**config.mk**
```make
export PLATFORM = sky130hd
export DESIGN_NAME = ser_port_ctrl
export DESIGN_NICKNAME = d
export VERILOG_FILES = /design/src/rtl/ser_pkg.sv /design/src/rtl/ser_fifo.sv /design/src/rtl/ser_tx.sv /design/src/rtl/ser_rx.sv /design/src/rtl/ser_port_ctrl.sv
export SDC_FILE = /design/constraint.sdc
export NUM_CORES = 1
export LEC_CHECK = 0
export BUFFER_PORTS_ARGS = -buffer_cell sky130_fd_sc_hd__buf_2
export CORE_AREA = 5 5 230 232
export DETAILED_ROUTE_END_ITERATION = 12
export DIE_AREA = 0 0 235 237
export GPL_TIMING_DRIVEN = 1
export REMOVE_ABC_BUFFERS = 1
export SLEW_MARGIN = 5
export SYNTH_ARGS = -nofsm -noshare
export SYNTH_HDL_FRONTEND = slang
export SYNTH_HIERARCHICAL = 1
export SYNTH_SLANG_ARGS = --single-unit
```
**constraint.sdc**
```tcl
create_clock -name clk -period 5.6 [get_ports clk]
set_clock_uncertainty 0.05 [all_clocks]
set_input_delay 1.12 -clock clk [delete_from_list [all_inputs] [get_ports clk]]
set_output_delay 1.12 -clock clk [all_outputs]
set_load 0.1 [all_outputs]
```
**src/rtl/ser_pkg.sv**
```systemverilog
package ser_pkg;
  localparam logic [7:0] OFS_CTRL = 8'h00;
  localparam logic [7:0] OFS_MODE = 8'h04;
  localparam logic [7:0] OFS_STAT = 8'h2C;
  localparam logic [7:0] OFS_DATA = 8'h30;

  localparam int CB_TX_EN  = 4;
  localparam int CB_RX_EN  = 2;
  localparam int CB_TX_CLR = 1;
  localparam int CB_RX_CLR = 0;

  localparam int SB_RX_EMPTY = 1;
  localparam int SB_TX_FULL  = 4;
  localparam int SB_TX_ACT   = 11;

  localparam int MODE_W = 11;

  typedef enum logic {TX_IDLE, TX_SEND} tx_state_t;
  typedef enum logic [2:0] {RX_IDLE, RX_START, RX_DATA, RX_STOP, RX_HOLD} rx_state_t;
endpackage

```
**src/rtl/ser_fifo.sv**
```systemverilog
module ser_fifo #(
  parameter int W     = 8,
  parameter int DEPTH = 16
) (
  input  logic         clk,
  input  logic         rst,
  input  logic         clr,
  input  logic         push,
  input  logic         pop,
  input  logic [W-1:0] din,
  output logic [W-1:0] dout,
  output logic         full,
  output logic         empty
);
  localparam int AW = (DEPTH > 1) ? $clog2(DEPTH) : 1;
  localparam logic [AW-1:0] LAST = AW'(DEPTH - 1);
  localparam logic [AW:0]   FULLC = (AW+1)'(DEPTH);

  logic [W-1:0]  mem [DEPTH];
  logic [AW-1:0] wp, rp;
  logic [AW:0]   cnt;
  logic          do_push, do_pop;

  assign full    = (cnt == FULLC);
  assign empty   = (cnt == '0);
  assign do_push = push && !full && !clr;
  assign do_pop  = pop && !empty && !clr;
  assign dout    = mem[rp];

  always_ff @(posedge clk) begin
    if (do_push) mem[wp] <= din;
  end

  always_ff @(posedge clk) begin
    if (rst || clr) begin
      wp  <= '0;
      rp  <= '0;
      cnt <= '0;
    end else begin
      if (do_push) wp <= (wp == LAST) ? '0 : wp + 1'b1;
      if (do_pop)  rp <= (rp == LAST) ? '0 : rp + 1'b1;
      case ({do_push, do_pop})
        2'b10:   cnt <= cnt + 1'b1;
        2'b01:   cnt <= cnt - 1'b1;
        default: cnt <= cnt;
      endcase
    end
  end

  assert_no_overflow_R6: assert property (@(posedge clk) disable iff (rst)
    cnt <= FULLC);
  assert_full_drop_R6: assert property (@(posedge clk) disable iff (rst)
    (push && full && !pop && !clr) |=> cnt == $past(cnt));
endmodule

```
**src/rtl/ser_tx.sv**
```systemverilog
module ser_tx
  import ser_pkg::*;
#(
  parameter int OVS = 16
) (
  input  logic       clk,
  input  logic       rst,
  input  logic       clr,
  input  logic       tick,
  input  logic       en,
  input  logic       q_empty,
  input  logic [7:0] q_data,
  output logic       q_pop,
  output logic       txd,
  output logic       busy
);
  localparam int CW = (OVS > 1) ? $clog2(OVS) : 1;
  localparam logic [CW-1:0] CLAST = CW'(OVS - 1);

  tx_state_t     st;
  logic [CW-1:0] cnt;
  logic [3:0]    bitn;
  logic [9:0]    sh;

  assign q_pop = (st == TX_IDLE) && en && !q_empty && !clr;
  assign busy  = (st == TX_SEND);
  assign txd   = sh[0];

  always_ff @(posedge clk) begin
    if (rst || clr) begin
      st   <= TX_IDLE;
      sh   <= '1;
      cnt  <= '0;
      bitn <= '0;
    end else begin
      case (st)
        TX_IDLE: if (q_pop) begin
          sh   <= {1'b1, q_data, 1'b0};
          st   <= TX_SEND;
          cnt  <= '0;
          bitn <= '0;
        end
        TX_SEND: if (tick) begin
          if (cnt == CLAST) begin
            cnt <= '0;
            sh  <= {1'b1, sh[9:1]};
            if (bitn == 4'd9) st <= TX_IDLE;
            else              bitn <= bitn + 1'b1;
          end else begin
            cnt <= cnt + 1'b1;
          end
        end
        default: st <= TX_IDLE;
      endcase
    end
  end

  assert_idle_high_R5: assert property (@(posedge clk) disable iff (rst)
    !busy |-> txd);
  assert_start_low_R5: assert property (@(posedge clk) disable iff (rst)
    $rose(busy) |-> !txd);
endmodule

```
**src/rtl/ser_rx.sv**
```systemverilog
module ser_rx
  import ser_pkg::*;
#(
  parameter int OVS = 16
) (
  input  logic       clk,
  input  logic       rst,
  input  logic       clr,
  input  logic       tick,
  input  logic       en,
  input  logic       rxd,
  output logic       push,
  output logic [7:0] data
);
  localparam int CW = (OVS > 1) ? $clog2(OVS) : 1;
  localparam logic [CW-1:0] CLAST = CW'(OVS - 1);
  localparam logic [CW-1:0] CHALF = CW'(OVS / 2 - 1);

  rx_state_t     st;
  logic [CW-1:0] cnt;
  logic [2:0]    bitn;
  logic [7:0]    sh;
  logic          s1, s2;

  assign push = (st == RX_STOP) && tick && (cnt == CLAST) && s2 && !clr;
  assign data = sh;

  always_ff @(posedge clk) begin
    if (rst) begin
      s1 <= 1'b1;
      s2 <= 1'b1;
    end else begin
      s1 <= rxd;
      s2 <= s1;
    end
  end

  always_ff @(posedge clk) begin
    if (rst || clr) begin
      st   <= RX_IDLE;
      cnt  <= '0;
      bitn <= '0;
      sh   <= '0;
    end else begin
      case (st)
        RX_IDLE: if (en && tick && !s2) begin
          st  <= RX_START;
          cnt <= '0;
        end
        RX_START: if (tick) begin
          if (cnt == CHALF) begin
            st   <= s2 ? RX_IDLE : RX_DATA;
            cnt  <= '0;
            bitn <= '0;
          end else begin
            cnt <= cnt + 1'b1;
          end
        end
        RX_DATA: if (tick) begin
          if (cnt == CLAST) begin
            cnt <= '0;
            sh  <= {s2, sh[7:1]};
            if (bitn == 3'd7) st <= RX_STOP;
            else              bitn <= bitn + 1'b1;
          end else begin
            cnt <= cnt + 1'b1;
          end
        end
        RX_STOP: if (tick) begin
          if (cnt == CLAST) begin
            cnt <= '0;
            st  <= s2 ? RX_IDLE : RX_HOLD;
          end else begin
            cnt <= cnt + 1'b1;
          end
        end
        RX_HOLD: if (s2) st <= RX_IDLE;
        default: st <= RX_IDLE;
      endcase
    end
  end

  assert_hold_after_bad_stop_R10: assert property (@(posedge clk) disable iff (rst || clr)
    (st == RX_STOP && tick && cnt == CLAST && !s2) |=> st == RX_HOLD);
endmodule

```
**src/rtl/ser_port_ctrl.sv**
```systemverilog
module ser_port_ctrl
  import ser_pkg::*;
#(
  parameter int ADDR_W = 8,
  parameter int DEPTH  = 16,
  parameter int OVS    = 16
) (
  input  logic              clk,
  input  logic              rst,
  input  logic              sample_tick,
  input  logic [ADDR_W-1:0] bus_addr,
  input  logic              bus_wr,
  input  logic [31:0]       bus_wdata,
  input  logic              bus_rd,
  output logic [31:0]       bus_rdata,
  output logic              txd,
  input  logic              rxd
);
  logic              tx_en, rx_en;
  logic [MODE_W-1:0] mode_q;
  logic              sel_ctrl, sel_mode, sel_stat, sel_data;
  logic              tx_flush, rx_flush;
  logic              txq_full, txq_empty, txq_pop;
  logic [7:0]        txq_dout;
  logic              rxq_full, rxq_empty, rxq_pop, rx_push;
  logic [7:0]        rxq_dout, rx_byte;
  logic              tx_busy, tx_active;
  logic [31:0]       stat_word, rd_mux;

  assign sel_ctrl = (bus_addr == ADDR_W'(OFS_CTRL));
  assign sel_mode = (bus_addr == ADDR_W'(OFS_MODE));
  assign sel_stat = (bus_addr == ADDR_W'(OFS_STAT));
  assign sel_data = (bus_addr == ADDR_W'(OFS_DATA));

  assign tx_flush = bus_wr && sel_ctrl && bus_wdata[CB_TX_CLR];
  assign rx_flush = bus_wr && sel_ctrl && bus_wdata[CB_RX_CLR];

  always_ff @(posedge clk) begin
    if (rst) begin
      tx_en  <= 1'b0;
      rx_en  <= 1'b0;
      mode_q <= '0;
    end else begin
      if (bus_wr && sel_ctrl) begin
        tx_en <= bus_wdata[CB_TX_EN];
        rx_en <= bus_wdata[CB_RX_EN];
      end
      if (bus_wr && sel_mode) mode_q <= bus_wdata[MODE_W-1:0];
    end
  end

  ser_fifo #(.W(8), .DEPTH(DEPTH)) u_txq (
    .clk(clk), .rst(rst), .clr(tx_flush),
    .push(bus_wr && sel_data), .pop(txq_pop),
    .din(bus_wdata[7:0]), .dout(txq_dout),
    .full(txq_full), .empty(txq_empty)
  );

  ser_tx #(.OVS(OVS)) u_tx (
    .clk(clk), .rst(rst), .clr(tx_flush), .tick(sample_tick), .en(tx_en),
    .q_empty(txq_empty), .q_data(txq_dout), .q_pop(txq_pop),
    .txd(txd), .busy(tx_busy)
  );

  assign rxq_pop = bus_rd && sel_data && !rxq_empty;

  ser_fifo #(.W(8), .DEPTH(DEPTH)) u_rxq (
    .clk(clk), .rst(rst), .clr(rx_flush),
    .push(rx_push), .pop(rxq_pop),
    .din(rx_byte), .dout(rxq_dout),
    .full(rxq_full), .empty(rxq_empty)
  );

  ser_rx #(.OVS(OVS)) u_rx (
    .clk(clk), .rst(rst), .clr(rx_flush), .tick(sample_tick), .en(rx_en),
    .rxd(rxd), .push(rx_push), .data(rx_byte)
  );

  assign tx_active = tx_busy || !txq_empty;

  always_comb begin
    stat_word = '0;
    stat_word[SB_RX_EMPTY] = rxq_empty;
    stat_word[SB_TX_FULL]  = txq_full;
    stat_word[SB_TX_ACT]   = tx_active;
  end

  always_comb begin
    rd_mux = '0;
    if (sel_ctrl) begin
      rd_mux[CB_TX_EN] = tx_en;
      rd_mux[CB_RX_EN] = rx_en;
    end else if (sel_mode) begin
      rd_mux[MODE_W-1:0] = mode_q;
    end else if (sel_stat) begin
      rd_mux = stat_word;
    end else if (sel_data && !rxq_empty) begin
      rd_mux[7:0] = rxq_dout;
    end
  end

  always_ff @(posedge clk) begin
    if (rst)         bus_rdata <= '0;
    else if (bus_rd) bus_rdata <= rd_mux;
  end

  assert_empty_read_zero_R9: assert property (@(posedge clk) disable iff (rst)
    (bus_rd && sel_data && rxq_empty) |=> bus_rdata == 32'd0);
  assert_busy_means_active_R8: assert property (@(posedge clk) disable iff (rst)
    tx_busy |-> stat_word[SB_TX_ACT]);
endmodule

```
==> results of run 1 <==
## area by class of cell
| cell class | count | area share |
|---|---|---|
| timing repair buffer | 44 | 0.01406 |
| antenna | 3 | 0.0004441 |
| tap | 680 | 0.05034 |
| clock buffer | 51 | 0.06092 |
| inverter | 16 | 0.003553 |
| sequential | 353 | 0.5698 |
| clock inverter | 12 | 0.008587 |
| multi-input combinational | 581 | 0.2922 |
## path summary, 6_finish.rpt
kind / to / cells past startpoint / from
setup reg to reg: u_rxq/cnt[4] / 14 / u_rxq/cnt[1]
hold / removal: u_rx/s2 / 1 / u_rx/s1
hold reg to reg: u_rx/s2 / 1 / u_rx/s1
setup / recovery: u_rxq/cnt[4] / 15 / bus_addr[4]
## per-layer routing
layer / vias up / track usage
li1: 3923 / -
met1: 4252 / 0.1574
met5: - / 0
met4: 4 / 0.02424
met3: 31 / 0.02586
met2: 191 / 0.1778
## worst max-delay path, delay by kind of cell
family,cells,cell delay (ps)
xor gates and xnor gates,1,120
adders and majority gates,2,570
AOI/OAI and AO/OA,4,1080
and+or+nand+nor,5,1270
muxes,1,180
buffers and inverters,2,380
## power groups by stage
stage                     sequential (mW)  combinational (mW)  clock (mW)
after floorplan                      2.84              0.0780           0
after global placement               2.84               0.123           0
after CTS                            2.78               0.126        2.45
final                                2.78               0.125        2.39
after global routing                 2.78               0.133        2.57
after detailed placement             2.84               0.126           0
## stage by stage
step	power, mW	hold slack [ps]	setup slack (ps)	util	cell area, um^2
2_1_floorplan	2.917	339.5	1408	-	14630
5_1_grt	5.483	397.8	984.7	0.3327	16900
6_report	5.300	365.9	1226	0.3328	16900
3_5_place_dp	2.964	350.9	757.9	0.3096	15720
3_3_place_gp	2.962	348.4	824.8	0.3096	15720
4_1_cts	5.358	366.8	1298	0.3327	16900
## flip-flops by register name (all words and copies together), names as in the netlist, 5 cells and up, named ones only
| signal | cells |
|---|---|
| u_rxq/mem | 128 |
| u_txq/mem | 128 |
| bus_rdata | 12 |
| mode_q | 11 |
| u_tx/sh | 9 |
| u_rx/data | 8 |
| u_rxq/cnt | 5 |
| u_txq/cnt | 5 |
## cell usage in the layout, fill, tap and decap left out, types with 7 or more instances in the layout
cell type,n
conb_1,20
a211oi_1,9
o21ai_0,14
a21oi_1,30
nor2b_1,18
and2_1,29
a22o_1,10
edfxtp_1,256
mux4_2,64
dfxtp_1,95
buf_2,37
inv_1,16
mux2i_1,41
or4_1,7
xor2_1,11
a22oi_1,32
nand2_1,45
clkbuf_1,10
nand3_1,21
nor2_1,65
ha_1,22
clkbuf_16,38
and4_1,8
or3_1,7
nand2b_1,10
buf_4,7
==> results.cfg, run 1 <==
[run_status]
status = finished, final reports clean

[floorplan]
io_pins = 79
start_util = 0.2951
dieArea_mm2 = 0.05570
die_w_um = 235
rows = 83
core_mm2 = 0.05078
die_h_um = 237

[finish]
n_fill_cell = 4877
syn_to_final_growth_pct = 12.77
drive_gt1_frac = 0.1788
multi_input_area_mm2 = 0.004940
final_cells = 1740
fin_nets = 1100
seq_area_mm2 = 0.009632

[clocking]
holdBufCountCts = 0
cts_resized = 0
post-cts-setup-buffers = 0
clk_latency_ps = 510
cts_max_path_buffers = 3
cts_tree = built
path_clk_slew_ps = 60
clkSinkCount = 353
numCtsBuffers = 36
cts_root_buffer = clkbuf_16
cts-htree-levels = 2

[setup_path]
required_ps = 5950
slowest_delay_ps = 560
critPathLaunchType = input port
cpMaxStageDelayCell = or4_4
worstPathArrival_ps = 4720
r2r_setup_slack_ps = 1630
worstSetupPathType = input port to flip-flop
critPathCaptureType = flip-flop
path_max_fanout = 11
path_cells = buf_2 -> or4_4 -> nor2_1 -> and2_1 -> nor4_1 -> nor2b_1 -> o21a_1 -> inv_1 -> ha_1 -> xor2_1 -> ha_1 -> a21oi_1 -> a32oi_1 -> mux2i_1 -> a311o_1
critPathMostFrequentCell = ha_1

[placed_design]
gp_congestion = 0.7551
dp_hpwl_mm = 21.13
numPlacedInstances = 1674
portBuffers = 37

[detailed_routing]
wl_per_cell_um = 18.44
drt-pass1-iter-count = 5
num_vias = 8401
postRouteAntennaNets = 0
met2_wirelength_mm = 15.11
vias_per_cell = 4.828
first_iter_violations = 574
highest_layer = met5
wl_met1_mm = 14.84
dr_wl_met3_mm = 1.674
drcViolationCount = 0
drt_wl_total_mm = 32.09

[timing]
hold_violations = 0
finalCriticalPeriod_ps = 4374
slew_viol_final = 0
max_clock_freq_mhz = 228.6
rsz0062_at_grt = false
setup_viol = 0
setup_tns_ps = 0
min_period_over_period = 0.7810
slew_headroom = 0.2683
worst_pin_slew_ps = 1095

[pwr]
power_leakage_nw = 5.930
peakVddDrop_v = 0.0002434
seqPwrFrac = 0.525
p_per_area_mw_per_mm2 = 313.6
p_int_mw = 4.221
netSwitchingPower_mw = 1.079
p_sw_frac = 0.2036
clkPwrFrac = 0.451
combPwrFrac = 0.024

[synth]
syn_inst = 1006
syn_area_mm2 = 0.01499
yosys_warnings = 6
avgSynthCellArea_um2 = 14.90

[global_route]
first_global_vias = 8345
grt_max_degree = 33
antenna_found_initial = 5
grt-ovfl-total = 0
grt_first_pass_wirelength_mm = 49.57
grtUsageTotal = 0.1118

[flow_run]
drv_cap = 0

[min_path]
hold_class = flip-flop to flip-flop
Note: power is estimated with default switching activity, not from simulation.
==> run 2: changes to the inputs <==
--- a/config.mk
+++ b/config.mk
@@ -5,10 +5,11 @@
 export SDC_FILE = /design/constraint.sdc
 export NUM_CORES = 1
 export LEC_CHECK = 0
+export ABC_AREA = 1
 export BUFFER_PORTS_ARGS = -buffer_cell sky130_fd_sc_hd__buf_2
-export CORE_AREA = 5 5 230 232
+export CORE_AREA = 5 5 236 238
 export DETAILED_ROUTE_END_ITERATION = 12
-export DIE_AREA = 0 0 235 237
+export DIE_AREA = 0 0 241 243
 export GPL_TIMING_DRIVEN = 1
 export REMOVE_ABC_BUFFERS = 1
 export SLEW_MARGIN = 5
==> constraint.sdc (replaced) <==
create_clock -name clk -period 4 [get_ports clk]
set_clock_uncertainty 0.05 [all_clocks]
set_input_delay 0.8 -clock clk [delete_from_list [all_inputs] [get_ports clk]]
set_output_delay 0.8 -clock clk [all_outputs]
set_load 0.1 [all_outputs]
==> results.cfg, run 2 <==
[run_status]
status = finished, final reports clean

[setup_path]
path_max_fanout = 6
required_ps = 4370
worstReg2RegStart = u_rx/cnt[0]
rr_endpoint = u_rxq/mem[11][3]
critPathLaunchType = input port
rr_worst_depth = 12
worstSetupPathType = input port to flip-flop
r2r_setup_slack_ps = 980
critPathCaptureType = flip-flop
worstPathArrival_ps = 3750

[finish]
n_fill_cell = 5400
seq_area_mm2 = 0.009639
layout_commonest_cell = edfxtp_1
multi_input_area_mm2 = 0.004887
design_area_mm2 = 0.01795
utilization = 0.3362
final_cell_mix = 256 x edfxtp_1, 241 x nand2_1, 220 x inv_1
final_cells = 2351
drive_gt1_frac = 0.1190
syn_to_final_growth_pct = 13.28
fin_nets = 1694
top_regs = u_rxq/mem (128), u_txq/mem (128), bus_rdata (12)
n_antenna_cell = 0

[pwr]
power_leakage_nw = 6.501
power.total_mw = 8.002
peakVddDrop_v = 0.0002804
p_per_area_mw_per_mm2 = 445.8

[clocking]
numCtsBuffers = 38
cts_max_path_buffers = 3
holdBufCountCts = 0
post-cts-setup-buffers = 0
cts-htree-levels = 2
clk_latency_ps = 530
cts_resized = 0
cts_root_buffer = clkbuf_16
cts_tree = built
path_clk_slew_ps = 60
clkSinkCount = 353

[placed_design]
pre_cts_slack_ps = 121.7
gp_congestion = 0.9017
placed_area_mm2 = 0.01667
portBuffers = 37
dp_hpwl_mm = 23.90
numPlacedInstances = 2282

[min_path]
min_from = u_rx/s1
holdPathEnd = u_rx/s2
hold_class = flip-flop to flip-flop
worstHoldPathCells = 1

[timing]
slew_headroom = 0.2403
finalWorstSetupSlack_ps = 620.3
setup_viol = 0
setup_tns_ps = 0
finalCriticalPeriod_ps = 3380
slew_viol_final = 0
max_clock_freq_mhz = 295.9
hold_violations = 0
whs_ps = 360.0
rsz0062_at_grt = false
min_period_over_period = 0.8449
worst_pin_slew_ps = 1131

[floorplan]
die_h_um = 243
die_w_um = 241
rows = 85
core_mm2 = 0.05339
dieArea_mm2 = 0.05856
io_pins = 79
start_util = 0.2967

[global_route]
antenna_found_initial = 4
grt_first_pass_wirelength_mm = 56.45
first_global_vias = 10380
grt-ovfl-total = 0
grtUsageTotal = 0.1177
grt_max_degree = 112

[detailed_routing]
num_vias = 10950
wl_per_cell_um = 15.13
vias_per_cell = 4.655
postRouteAntennaNets = 0
drcViolationCount = 0
drt-pass1-iter-count = 5
drt_wl_total_mm = 35.58
first_iter_violations = 692

[synth]
syn_area_mm2 = 0.01584
yosys_warnings = 6
syn_inst = 1582
avgSynthCellArea_um2 = 10.01

[flow_run]
drv_cap = 0
==> run 2: worst max-delay path by stage <==
stage	startpoint	slack, ps	to
2_1_floorplan	bus_addr[7]	620	u_txq/cnt[4]
3_3_place_gp	bus_addr[7]	190	u_txq/cnt[4]
3_5_place_dp	bus_addr[7]	120	u_txq/cnt[4]
4_1_cts	bus_addr[7]	680	u_txq/cnt[4]
5_1_grt	bus_addr[7]	300	u_txq/cnt[4]
6_report	bus_addr[7]	620	u_txq/cnt[4]
==> run 2: final cells by class <==
| class | instances | share of cell area |
|---|---|---|
| timing repair buffer | 67 | 0.02287 |
| multi-input combinational | 936 | 0.2723 |
| inverter | 230 | 0.04817 |
| clock buffer | 50 | 0.05835 |
| tap | 696 | 0.04852 |
| sequential | 353 | 0.5371 |
| clock inverter | 19 | 0.01269 |
==> run 2: routing by layer <==
metal,global-route usage,part of all wire
met5,0,0.0010
met4,0.03020,0.022
met3,0.02316,0.052
met2,0.1908,0.47
met1,0.1620,0.46
==> run 2: power by group <==
part           switching [mW]  total (mW)  internal, mW  leakage [nW]
registers              0.0417        3.97          3.93          3.27
clock network            1.41        3.58          2.17         0.621
logic                   0.335       0.451         0.116          2.61
total                    1.79        8.00          6.21          6.50
==> run 2: critical path, stage by stage <==
cell and delay (ps):
buf_2 100, nor2_2 270, nand2_1 190, nor2_1 180
nand2_1 130, nor2_1 240, nor2_4 70, nand2_4 100
inv_1 50, inv_1 50, nor2_1 30, nand2_1 140
inv_1 140, ha_1 290, inv_1 160, nand2_1 70
nand2_1 80, ha_1 150, inv_1 40, nand2_1 100
nand3_1 110, nand3_1 80, nand3_1 70, nand2_1 70
inv_1 30
==> run 3: changes to the inputs <==
==> constraint.sdc (replaced) <==
create_clock -name clk -period 2.7 [get_ports clk]
set_clock_uncertainty 0.05 [all_clocks]
set_input_delay 0.54 -clock clk [delete_from_list [all_inputs] [get_ports clk]]
set_output_delay 0.54 -clock clk [all_outputs]
set_load 0.1 [all_outputs]
==> results.cfg, run 3 (synthesized netlist as in run 2, its figures left out) <==
[detailed_routing]
drt-pass1-iter-count = 5
num_vias = 11190
wl_per_cell_um = 15.43
first_iter_violations = 736
postRouteAntennaNets = 0
drcViolationCount = 0
vias_per_cell = 4.641
drt_wl_total_mm = 37.23

[min_path]
hold_class = input port to flip-flop

[setup_path]
worstPathArrival_ps = 2910
critPathCaptureType = flip-flop
critPathLaunchType = input port
required_ps = 3070
path_max_fanout = 4
worstSetupPathType = input port to flip-flop

[timing]
worst_pin_slew_ps = 813.1
setup_tns_ps = 0
setup_viol = 0
slew_headroom = 0.4572
max_clock_freq_mhz = 393.8
finalCriticalPeriod_ps = 2539
min_period_over_period = 0.9404
slew_viol_final = 0
hold_violations = 0

[finish]
final_cell_mix = 256 x edfxtp_1, 239 x nand2_1, 219 x inv_1
n_fill_cell = 5324
drive_gt1_frac = 0.1551
layout_commonest_cell = edfxtp_1
top_regs = u_rxq/mem (128), u_txq/mem (128), bus_rdata (12)
final_cells = 2412
syn_to_final_growth_pct = 16.81
fin_nets = 1755

[global_route]
grt-ovfl-total = 0
grt_first_pass_wirelength_mm = 59.02
antenna_found_initial = 1
first_global_vias = 10810
grtUsageTotal = 0.1239
grt_max_degree = 65

[placed_design]
dp_hpwl_mm = 25.04
numPlacedInstances = 2340
portBuffers = 37
gp_congestion = 0.8834

[clocking]
cts_max_path_buffers = 3
cts-htree-levels = 2
cts_root_buffer = clkbuf_16
path_clk_slew_ps = 60
clkSinkCount = 353
holdBufCountCts = 0
clk_latency_ps = 540
numCtsBuffers = 38
cts_tree = built

[floorplan]
start_util = 0.2967
io_pins = 79
rows = 85
die_h_um = 243
core_mm2 = 0.05339
die_w_um = 241
dieArea_mm2 = 0.05856

[pwr]
power.total_mw = 11.77
p_per_area_mw_per_mm2 = 636.1
power_leakage_nw = 6.795
peakVddDrop_v = 0.0005600

[flow_run]
drv_cap = 0

[run_status]
status = finished, final reports clean
-- run 3: cell types whose count changed in the layout (fill, tap and decap cells not counted), moves of 3 or more --
| cell | change |
|---|---|
| nand3_1 | -3 |
| clkinv_2 | -5 |
| buf_4 | +55 |
| clkinv_1 | +7 |
| buf_12 | +5 |
| dfxtp_1 | -3 |
| dfxtp_2 | +3 |
-- run 3: worst paths after layout --
path	from	end	slack (ps)	cells past startpoint
setup / recovery	bus_addr[6]	u_rxq/cnt[2]	160	22
hold / removal	rxd	u_rx/s1	160	2
setup reg to reg	u_rx/st[2]	u_rxq/cnt[2]	170	15
hold reg to reg	u_rx/s1	u_rx/s2	390	1
-- run 3: cell type report --
type	instances	area [um^2]	share of cell area
antenna	1	2.502	0.0001352
clock buffer	48	1030	0.05564
clock inverter	20	214.0	0.01156
inverter	230	864.6	0.04672
multi-input combinational	936	4947	0.2673
sequential	353	9643	0.5211
tap	696	870.8	0.04706
timing repair buffer	128	934.6	0.05050
-- run 3: through the flow --
| stage | cell area [um^2] | hold WS (ps) | setup slack [ps] | utilization |
|---|---|---|---|---|
| 2_1_floorplan | 15380 | 339.5 | -610.3 | - |
| 3_3_place_gp | 17170 | 383.6 | -402.2 | 0.3216 |
| 3_5_place_dp | 17170 | 384.9 | -476.6 | 0.3216 |
| 4_1_cts | 18410 | 144.6 | 9.192 | 0.3449 |
| 5_1_grt | 18500 | 157.0 | -62.43 | 0.3466 |
| 6_report | 18510 | 160.7 | 160.8 | 0.3466 |
-- run 3: critical path, cell delays in order --
cell and delay (ps):
buf_2 110, nor2_4 180, nand2_1 120, nor2_2 140
nand2_1 90, buf_4 150, nor2_1 110, buf_4 150
nor4_2 50, inv_1 90, nor2_4 50, nand2_2 70
ha_2 190, inv_1 50, nand2_1 50, nand2_1 70
ha_1 180, inv_1 70, nand2_2 80, xor2_1 170
o21ai_0 150, inv_1 50
-- run 3: repair_timing --
action,4_1_cts,5_1_grt
gates resized for setup,0,19
endpoints found under the setup margin,0,120
setup buffers,0,3
-- run 3: power by group --
part	switching (mW)	leakage, nW	internal [mW]
clock	2.08	0.595	3.08
combinational	0.538	2.92	0.199
sequential	0.0479	3.28	5.82
total	2.67	6.79	9.10
-- run 3: metal layers --
| metal | vias to the layer above | part of all wire | global-route usage |
|---|---|---|---|
| li1 | 5535 | - | - |
| met1 | 5316 | 0.45 | 0.1713 |
| met2 | 270 | 0.46 | 0.1953 |
| met3 | 73 | 0.056 | 0.02463 |
| met4 | 0 | 0.030 | 0.04016 |
| met5 | - | 0 | 0 |
